File: config.mk
export PLATFORM = sky130hd
export DESIGN_NAME = byteld_unit
export DESIGN_NICKNAME = d
export VERILOG_FILES = /design/src/rtl/byteld_pkg.sv /design/src/rtl/byteld_decoder.sv /design/src/rtl/byteld_agen.sv /design/src/rtl/byteld_unit.sv
export SDC_FILE = /design/constraint.sdc
export NUM_CORES = 1
export LEC_CHECK = 0
export ABC_AREA = 1
export BUFFER_PORTS_ARGS = -buffer_cell sky130_fd_sc_hd__buf_2
export CORE_MARGIN = 2
export CORE_UTILIZATION = 60
export CTS_BUF_LIST = sky130_fd_sc_hd__clkbuf_8
export DETAILED_ROUTE_END_ITERATION = 8
export GPL_TIMING_DRIVEN = 0
export HOLD_SLACK_MARGIN = 0.08
export MAX_ROUTING_LAYER = met4
export PLACE_DENSITY = 0.95
export SYNTH_ARGS = -nofsm -noshare
export SYNTH_HDL_FRONTEND = slang
export SYNTH_SLANG_ARGS = --single-unit
File: constraint.sdc
create_clock -name clk -period 5.75 [get_ports clk]
set_input_delay 0.575 -clock clk [delete_from_list [all_inputs] [get_ports clk]]
set_output_delay 0.575 -clock clk [all_outputs]
set_load 0.02 [all_outputs]
File: src/rtl/byteld_pkg.sv
package byteld_pkg;

    localparam int RIDX_W = 4;
    localparam int IMM_W  = 12;
    localparam int NFLAG  = 6;

    // flag vector bit positions
    localparam int F_LIT    = 0;
    localparam int F_PLD    = 1;
    localparam int F_UNPRIV = 2;
    localparam int F_UNDEF  = 3;
    localparam int F_UNPRED = 4;
    localparam int F_NONE   = 5;

    typedef enum logic [2:0] {
        ST_IDLE,
        ST_HALF2,
        ST_ISSUE,
        ST_WAIT,
        ST_FLAG
    } state_t;

    typedef struct packed {
        logic              is_load;
        logic [RIDX_W-1:0] base;
        logic [RIDX_W-1:0] dest;
        logic [IMM_W-1:0]  imm;
        logic              pre;
        logic              add;
        logic              wb;
        logic [NFLAG-1:0]  flags;
    } dec_t;

    function automatic logic is_first_half(input logic [15:0] h);
        return (h[15:13] == 3'b111) && (h[12:11] != 2'b00);
    endfunction

endpackage

File: src/rtl/byteld_decoder.sv
module byteld_decoder
    import byteld_pkg::*;
(
    input  logic        is_long,
    input  logic [15:0] hw_a,
    input  logic [15:0] hw_b,
    output dec_t        dec
);

    always_comb begin
        dec = '0;
        if (!is_long) begin
            if (hw_a[15:11] == 5'b01111) begin
                dec.is_load = 1'b1;
                dec.imm     = {7'd0, hw_a[10:6]};
                dec.base    = {1'b0, hw_a[5:3]};
                dec.dest    = {1'b0, hw_a[2:0]};
                dec.pre     = 1'b1;
                dec.add     = 1'b1;
            end else begin
                dec.flags[F_NONE] = 1'b1;
            end
        end else begin
            dec.base = hw_a[3:0];
            dec.dest = hw_b[15:12];
            if (hw_a[15:4] == 12'hF89) begin
                dec.imm = hw_b[11:0];
                dec.pre = 1'b1;
                dec.add = 1'b1;
                if (dec.dest == 4'd15)      dec.flags[F_PLD]    = 1'b1;
                else if (dec.base == 4'd15) dec.flags[F_LIT]    = 1'b1;
                else if (dec.dest == 4'd13) dec.flags[F_UNPRED] = 1'b1;
                else                        dec.is_load         = 1'b1;
            end else if (hw_a[15:4] == 12'hF81 && hw_b[11]) begin
                dec.imm = {4'd0, hw_b[7:0]};
                dec.pre = hw_b[10];
                dec.add = hw_b[9];
                dec.wb  = hw_b[8];
                if (dec.dest == 4'd15 && dec.pre && !dec.add && !dec.wb)
                    dec.flags[F_PLD] = 1'b1;
                else if (dec.base == 4'd15)
                    dec.flags[F_LIT] = 1'b1;
                else if (dec.pre && dec.add && !dec.wb)
                    dec.flags[F_UNPRIV] = 1'b1;
                else if (!dec.pre && !dec.wb)
                    dec.flags[F_UNDEF] = 1'b1;
                else if (dec.dest == 4'd13 || dec.dest == 4'd15 ||
                         (dec.wb && dec.base == dec.dest))
                    dec.flags[F_UNPRED] = 1'b1;
                else
                    dec.is_load = 1'b1;
            end else begin
                dec.flags[F_NONE] = 1'b1;
            end
        end
    end

endmodule

File: src/rtl/byteld_agen.sv
module byteld_agen
    import byteld_pkg::*;
#(
    parameter int XLEN = 32
) (
    input  logic [XLEN-1:0]  base_val,
    input  logic [IMM_W-1:0] imm,
    input  logic             add,
    input  logic             pre,
    output logic [XLEN-1:0]  off_addr,
    output logic [XLEN-1:0]  req_addr
);

    localparam int PAD_W = XLEN - IMM_W;

    logic [XLEN-1:0] imm_ext;

    always_comb begin
        imm_ext  = {{PAD_W{1'b0}}, imm};
        off_addr = add ? (base_val + imm_ext) : (base_val - imm_ext);
        req_addr = pre ? off_addr : base_val;
    end

endmodule

File: src/rtl/byteld_unit.sv
module byteld_unit
    import byteld_pkg::*;
#(
    parameter int XLEN   = 32,
    parameter int BYTE_W = 8
) (
    input  logic              clk,
    input  logic              rst_n,
    input  logic              insn_valid,
    input  logic [15:0]       insn_hw,
    output logic              insn_ready,
    output logic [RIDX_W-1:0] rf_raddr,
    input  logic [XLEN-1:0]   rf_rdata,
    output logic              mem_req_valid,
    input  logic              mem_req_ready,
    output logic [XLEN-1:0]   mem_addr,
    input  logic              mem_rsp_valid,
    input  logic [BYTE_W-1:0] mem_rsp_data,
    output logic              dst_we,
    output logic [RIDX_W-1:0] dst_waddr,
    output logic [XLEN-1:0]   dst_wdata,
    output logic              base_we,
    output logic [RIDX_W-1:0] base_waddr,
    output logic [XLEN-1:0]   base_wdata,
    output logic              done,
    output logic              redir_literal,
    output logic              redir_preload,
    output logic              redir_unpriv,
    output logic              undef_insn,
    output logic              unpred_insn,
    output logic              not_byte_load
);

    localparam int ZPAD_W = XLEN - BYTE_W;

    state_t          state_q, state_d;
    logic [15:0]     hw1_q;
    dec_t            dec_w, dec_q;
    logic [XLEN-1:0] off_w, off_q;
    logic            take;
    logic [NFLAG-1:0] flag_out;

    assign take = insn_valid && insn_ready;

    byteld_decoder u_dec (
        .is_long (state_q == ST_HALF2),
        .hw_a    ((state_q == ST_HALF2) ? hw1_q : insn_hw),
        .hw_b    (insn_hw),
        .dec     (dec_w)
    );

    byteld_agen #(.XLEN(XLEN)) u_agen (
        .base_val (rf_rdata),
        .imm      (dec_q.imm),
        .add      (dec_q.add),
        .pre      (dec_q.pre),
        .off_addr (off_w),
        .req_addr (mem_addr)
    );

    // next-state logic
    always_comb begin
        state_d = state_q;
        unique case (state_q)
            ST_IDLE:  if (insn_valid) begin
                          if (is_first_half(insn_hw)) state_d = ST_HALF2;
                          else if (dec_w.is_load)     state_d = ST_ISSUE;
                          else                        state_d = ST_FLAG;
                      end
            ST_HALF2: if (insn_valid) state_d = dec_w.is_load ? ST_ISSUE : ST_FLAG;
            ST_ISSUE: if (mem_req_ready) state_d = ST_WAIT;
            ST_WAIT:  if (mem_rsp_valid) state_d = ST_IDLE;
            ST_FLAG:  state_d = ST_IDLE;
            default:  state_d = ST_IDLE;
        endcase
    end

    // state register
    always_ff @(posedge clk) begin
        if (!rst_n) state_q <= ST_IDLE;
        else        state_q <= state_d;
    end

    // datapath registers
    always_ff @(posedge clk) begin
        if (!rst_n) begin
            hw1_q <= '0;
            dec_q <= '0;
            off_q <= '0;
        end else begin
            if (take && state_q == ST_IDLE) hw1_q <= insn_hw;
            if (take && !(state_q == ST_IDLE && is_first_half(insn_hw))) dec_q <= dec_w;
            if (state_q == ST_ISSUE && mem_req_ready) off_q <= off_w;
        end
    end

    // outputs
    always_comb begin
        insn_ready    = 1'b0;
        mem_req_valid = 1'b0;
        dst_we        = 1'b0;
        base_we       = 1'b0;
        done          = 1'b0;
        flag_out      = '0;
        unique case (state_q)
            ST_IDLE, ST_HALF2: insn_ready = 1'b1;
            ST_ISSUE:          mem_req_valid = 1'b1;
            ST_WAIT: begin
                dst_we  = mem_rsp_valid;
                base_we = mem_rsp_valid && dec_q.wb;
                done    = mem_rsp_valid;
            end
            ST_FLAG: begin
                done     = 1'b1;
                flag_out = dec_q.flags;
            end
            default: ;
        endcase
    end

    assign rf_raddr      = dec_q.base;
    assign dst_waddr     = dec_q.dest;
    assign dst_wdata     = {{ZPAD_W{1'b0}}, mem_rsp_data};
    assign base_waddr    = dec_q.base;
    assign base_wdata    = off_q;
    assign redir_literal = flag_out[F_LIT];
    assign redir_preload = flag_out[F_PLD];
    assign redir_unpriv  = flag_out[F_UNPRIV];
    assign undef_insn    = flag_out[F_UNDEF];
    assign unpred_insn   = flag_out[F_UNPRED];
    assign not_byte_load = flag_out[F_NONE];

    // request held steady until accepted
    p_req_hold_r11: assert property (@(posedge clk) disable iff (!rst_n)
        (mem_req_valid && !mem_req_ready) |=> (mem_req_valid && $stable(mem_addr)));

    // completion is a single-cycle pulse
    p_done_pulse_r11: assert property (@(posedge clk) disable iff (!rst_n)
        done |=> !done);

    // at most one flag, and flagged completion has no side effects
    p_flag_onehot_r10: assert property (@(posedge clk) disable iff (!rst_n)
        $onehot0(flag_out));
    p_flag_quiet_r10: assert property (@(posedge clk) disable iff (!rst_n)
        (|flag_out) |-> (done && !dst_we && !base_we && !mem_req_valid));

    // written data is zero-extended
    p_zext_r1: assert property (@(posedge clk) disable iff (!rst_n)
        dst_we |-> (dst_wdata[XLEN-1:BYTE_W] == '0));

    // base writeback only alongside the destination write
    p_wb_with_dest_r4: assert property (@(posedge clk) disable iff (!rst_n)
        base_we |-> (dst_we && done));

    // after a leading half, wait for the second with no activity
    p_wait_second_r2: assert property (@(posedge clk) disable iff (!rst_n)
        (take && state_q == ST_IDLE && is_first_half(insn_hw)) |=>
        (insn_ready && !mem_req_valid && !done));

endmodule

==> flow_summary.json <==
{
  "route.met2.wl_mm": 10.75,
  "drtIter0Drc": 747,
  "row_count": 38,
  "cts_buffers": 9,
  "initial_core_util": 0.6200,
  "clk_latency_ns": 0.39,
  "portBuffers": 146,
  "worst_pin_slew_ns": 0.7728,
  "p_leak_uw": 0.004222,
  "hpwl_mm": 19.01,
  "ios": 180,
  "met3_length_mm": 2.360,
  "wl_per_cell_microns": 16.54,
  "endpoint_kind": "output pin",
  "timing.rr.start": "dec_q[11]",
  "cts_root_buf": "clkbuf_8",
  "nNetsFinal": 1378,
  "postCtsHoldBufs": 0,
  "peakVddDrop_mv": 0.2147,
  "cap_violations": 0,
  "ys.flop_type": "dfxtp_1",
  "relSlewSlack": 0.4794,
  "synth_commonest_cells": "267 x nand2_1, 136 x inv_1, 105 x nor2_1, 93 x nand3_1, 86 x a21oi_1",
  "postSynth.asyncResetShare": 0,
  "pwr-share-clk": 0.197,
  "antenna_found_initial": 0,
  "areaGrowthSynthToFinish_pct": 17.31,
  "status": "finished, final reports clean",
  "ys_seq_elements": 80,
  "n_antenna_cell": 0,
  "highest_layer": "met4",
  "cpPeakStageDelay_ns": 0.51,
  "synth_edf_count": 0,
  "gp_congestion": 1.038,
  "via_per_inst": 5.599,
  "grt_pass1_vias": 7095,
  "ys_warn_count": 0,
  "worst_r2r_path_depth": 18,
  "synth_top_area_frac": 0.2362,
  "powerDensity_mw_per_mm2": 260.1,
  "finalCritPeriodShare": 0.8105,
  "cp_slowest_cell": "nor4_1",
  "power.switching_uw": 983.2,
  "finalSetupTns_ns": 0,
  "synthTopCellsByArea": "dfxtp_1 24%, nand2_1 15%, inv_1 7.5%",
  "cts_resized": 0,
  "synthCells": 1103,
  "syn_area_sq_mm": 0.006780,
  "clock.fmax_mhz": 214.6,
  "rsz0062_at_grt": "no",
  "finalMaxSlewViolations": 0,
  "synth.distinct_cells": 42,
  "holdPathEnd": "hw1_q[8]",
  "drt_first_pass_iters": 7,
  "worst-path-max-fanout": 6,
  "track_usage": 0.4001,
  "hold_viol_final": 0,
  "cp_data_arrival_time_ns": 4.09,
  "p_int_uw": 1086,
  "post-route-util": 0.7273,
  "r2r_slack_ns": 2.02,
  "grt_max_degree": 15,
  "cp_data_required_time_ns": 5.18,
  "die_h_microns": 110.3,
  "antenna_left": 0,
  "avgSynthCellArea_sq_um": 6.147,
  "tritoncts": "built",
  "met1_length_mm": 9.777,
  "synth.most_common_cell": "nand2_1",
  "crit_type": "reg -> out",
  "cts_num_sinks": 80,
  "period_minus_slack_ns": 4.660,
  "htree_num_levels": 3,
  "grt_overflow": 0,
  "crit_chain": "inv_1, nand3_1, nor3_1, nand2_1, nor4_1, ha_1, nand2_1, o21ai_0, ha_1, nand2_1, nor4_1, nand2_1, nand2_1, nand2_1, nand2_1, nand2_1, nand2_1, nand2_1, nand2_1, buf_2",
  "core_area_sq_mm": 0.01094,
  "worstHoldPathCells": 2,
  "start_kind": "register",
  "setup_viol": 0,
  "hold_class": "reg -> reg",
  "reg2reg_to": "base_wdata[18]",
  "grt_pass1_wl_mm": 35.78,
  "drive_above_1_share": 0.1871,
  "cp_common_cell": "nand2_1",
  "clockBufferDepth": 2,
  "holdCritStartpoint": "hw1_q[8]",
  "post-cts-setup-buffers": 0,
  "die_area_sq_mm": 0.01217,
  "drt_wl_total_mm": 23.62,
  "synth_area_leader_cell": "dfxtp_1",
  "vias": 7995,
  "die_width_microns": 110.3,
  "yosysSeqAreaShare": 0.2362,
  "p_comb_frac": 0.521,
  "clkTransAtPathRegs_ns": 0.09,
  "skew_ns": 0.01294,
  "swShare": 0.4752,
  "seqPwrFrac": 0.282,
  "drc_errors": 0
}
[sequential cells by signal, indices dropped and copies added (netlist names)]
signal,cells
state_q,3
hw1_q,16
dec_q,21
dst_waddr,4
base_wdata,32
base_waddr,4
[metrics by stage]
stage	worst slack, ns	cell area [sq um]	cells	hold slack, ns	total power (uW)
global route	0.7047	7954	1428	0.4768	2203
detailed placement	1.597	7772	1412	0.4461	1637
finish	1.090	7954	1428	0.4608	2069
CTS	1.192	7954	1428	0.4590	2035
floorplan	2.262	6867	1126	0.4246	1353
global placement	1.725	7772	1412	0.4414	1631
[worst max path at each step]
stage / start / end / slack [ns] / depth (start not counted)
3_3_place_gp: dec_q[9] / mem_addr[19] / 1.73 / 19
3_5_place_dp: dec_q[11] / mem_addr[31] / 1.60 / 19
2_1_floorplan: dec_q[11] / mem_addr[24] / 2.26 / 17
5_1_grt: dec_q[11] / mem_addr[31] / 0.70 / 19
4_1_cts: dec_q[11] / mem_addr[31] / 1.19 / 19
6_report: dec_q[11] / mem_addr[19] / 1.09 / 20
[power groups by stage]
stage / Combinational, uW / Sequential, uW / Clock, uW
final: 1080 / 584 / 408
after floorplan: 757 / 596 / 0
after global routing: 1190 / 585 / 428
after detailed placement: 1040 / 596 / 0
after CTS: 1050 / 583 / 406
after global placement: 1040 / 595 / 0
[critical path: cells and delay by family, from the launching register on]
family | cells | cell delay, ns
fa+ha+maj | 2 | 0.71
simple gates | 15 | 2.28
compound gates | 1 | 0.11
flops | 1 | 0.33
buf+inv | 2 | 0.27
[layout by cell type (no fill, tap or decap), drive strengths merged, types with 15 or more instances in the layout]
cell | netlist | final
a21oi | 87 | 87
a31oi | 15 | 15
buf | 55 | 201
clkbuf | 22 | 32
conb | 1 | 24
dfxtp | 80 | 80
ha | 33 | 33
inv | 142 | 144
nand2 | 271 | 271
nand3 | 98 | 98
nor2 | 109 | 109
o21a | 22 | 22
o21ai | 74 | 74
xor2 | 17 | 17
[metal layers]
metal  up-vias  GRT usage
met5         -          -
met4         0     0.1750
met3        52    0.08524
met2       454     0.6236
met1      3572     0.5002
li1       3917          -
[logic make-up after synthesis]
family                   synth area share
AO/OA/AOI/OAI                      0.1908
other                           0.0005531
XOR/XNOR                          0.02971
adder cells (fa/ha/maj)           0.06385
buffers and inverters              0.1509
AND/OR/NAND/NOR                    0.3279
flip-flops                         0.2362
[layout make-up]
type                       instances  area (sq um)
multi-input combinational        826          4242
fill                             944          2982
sequential                        80          1602
timing repair buffer             146         730.7
inverter                         143         536.8
buffer                            77         486.7
tap                              140         175.2
clock buffer                      10         137.6
clock inverter                     6         43.79
Note: power is estimated with default switching activity, not from simulation.
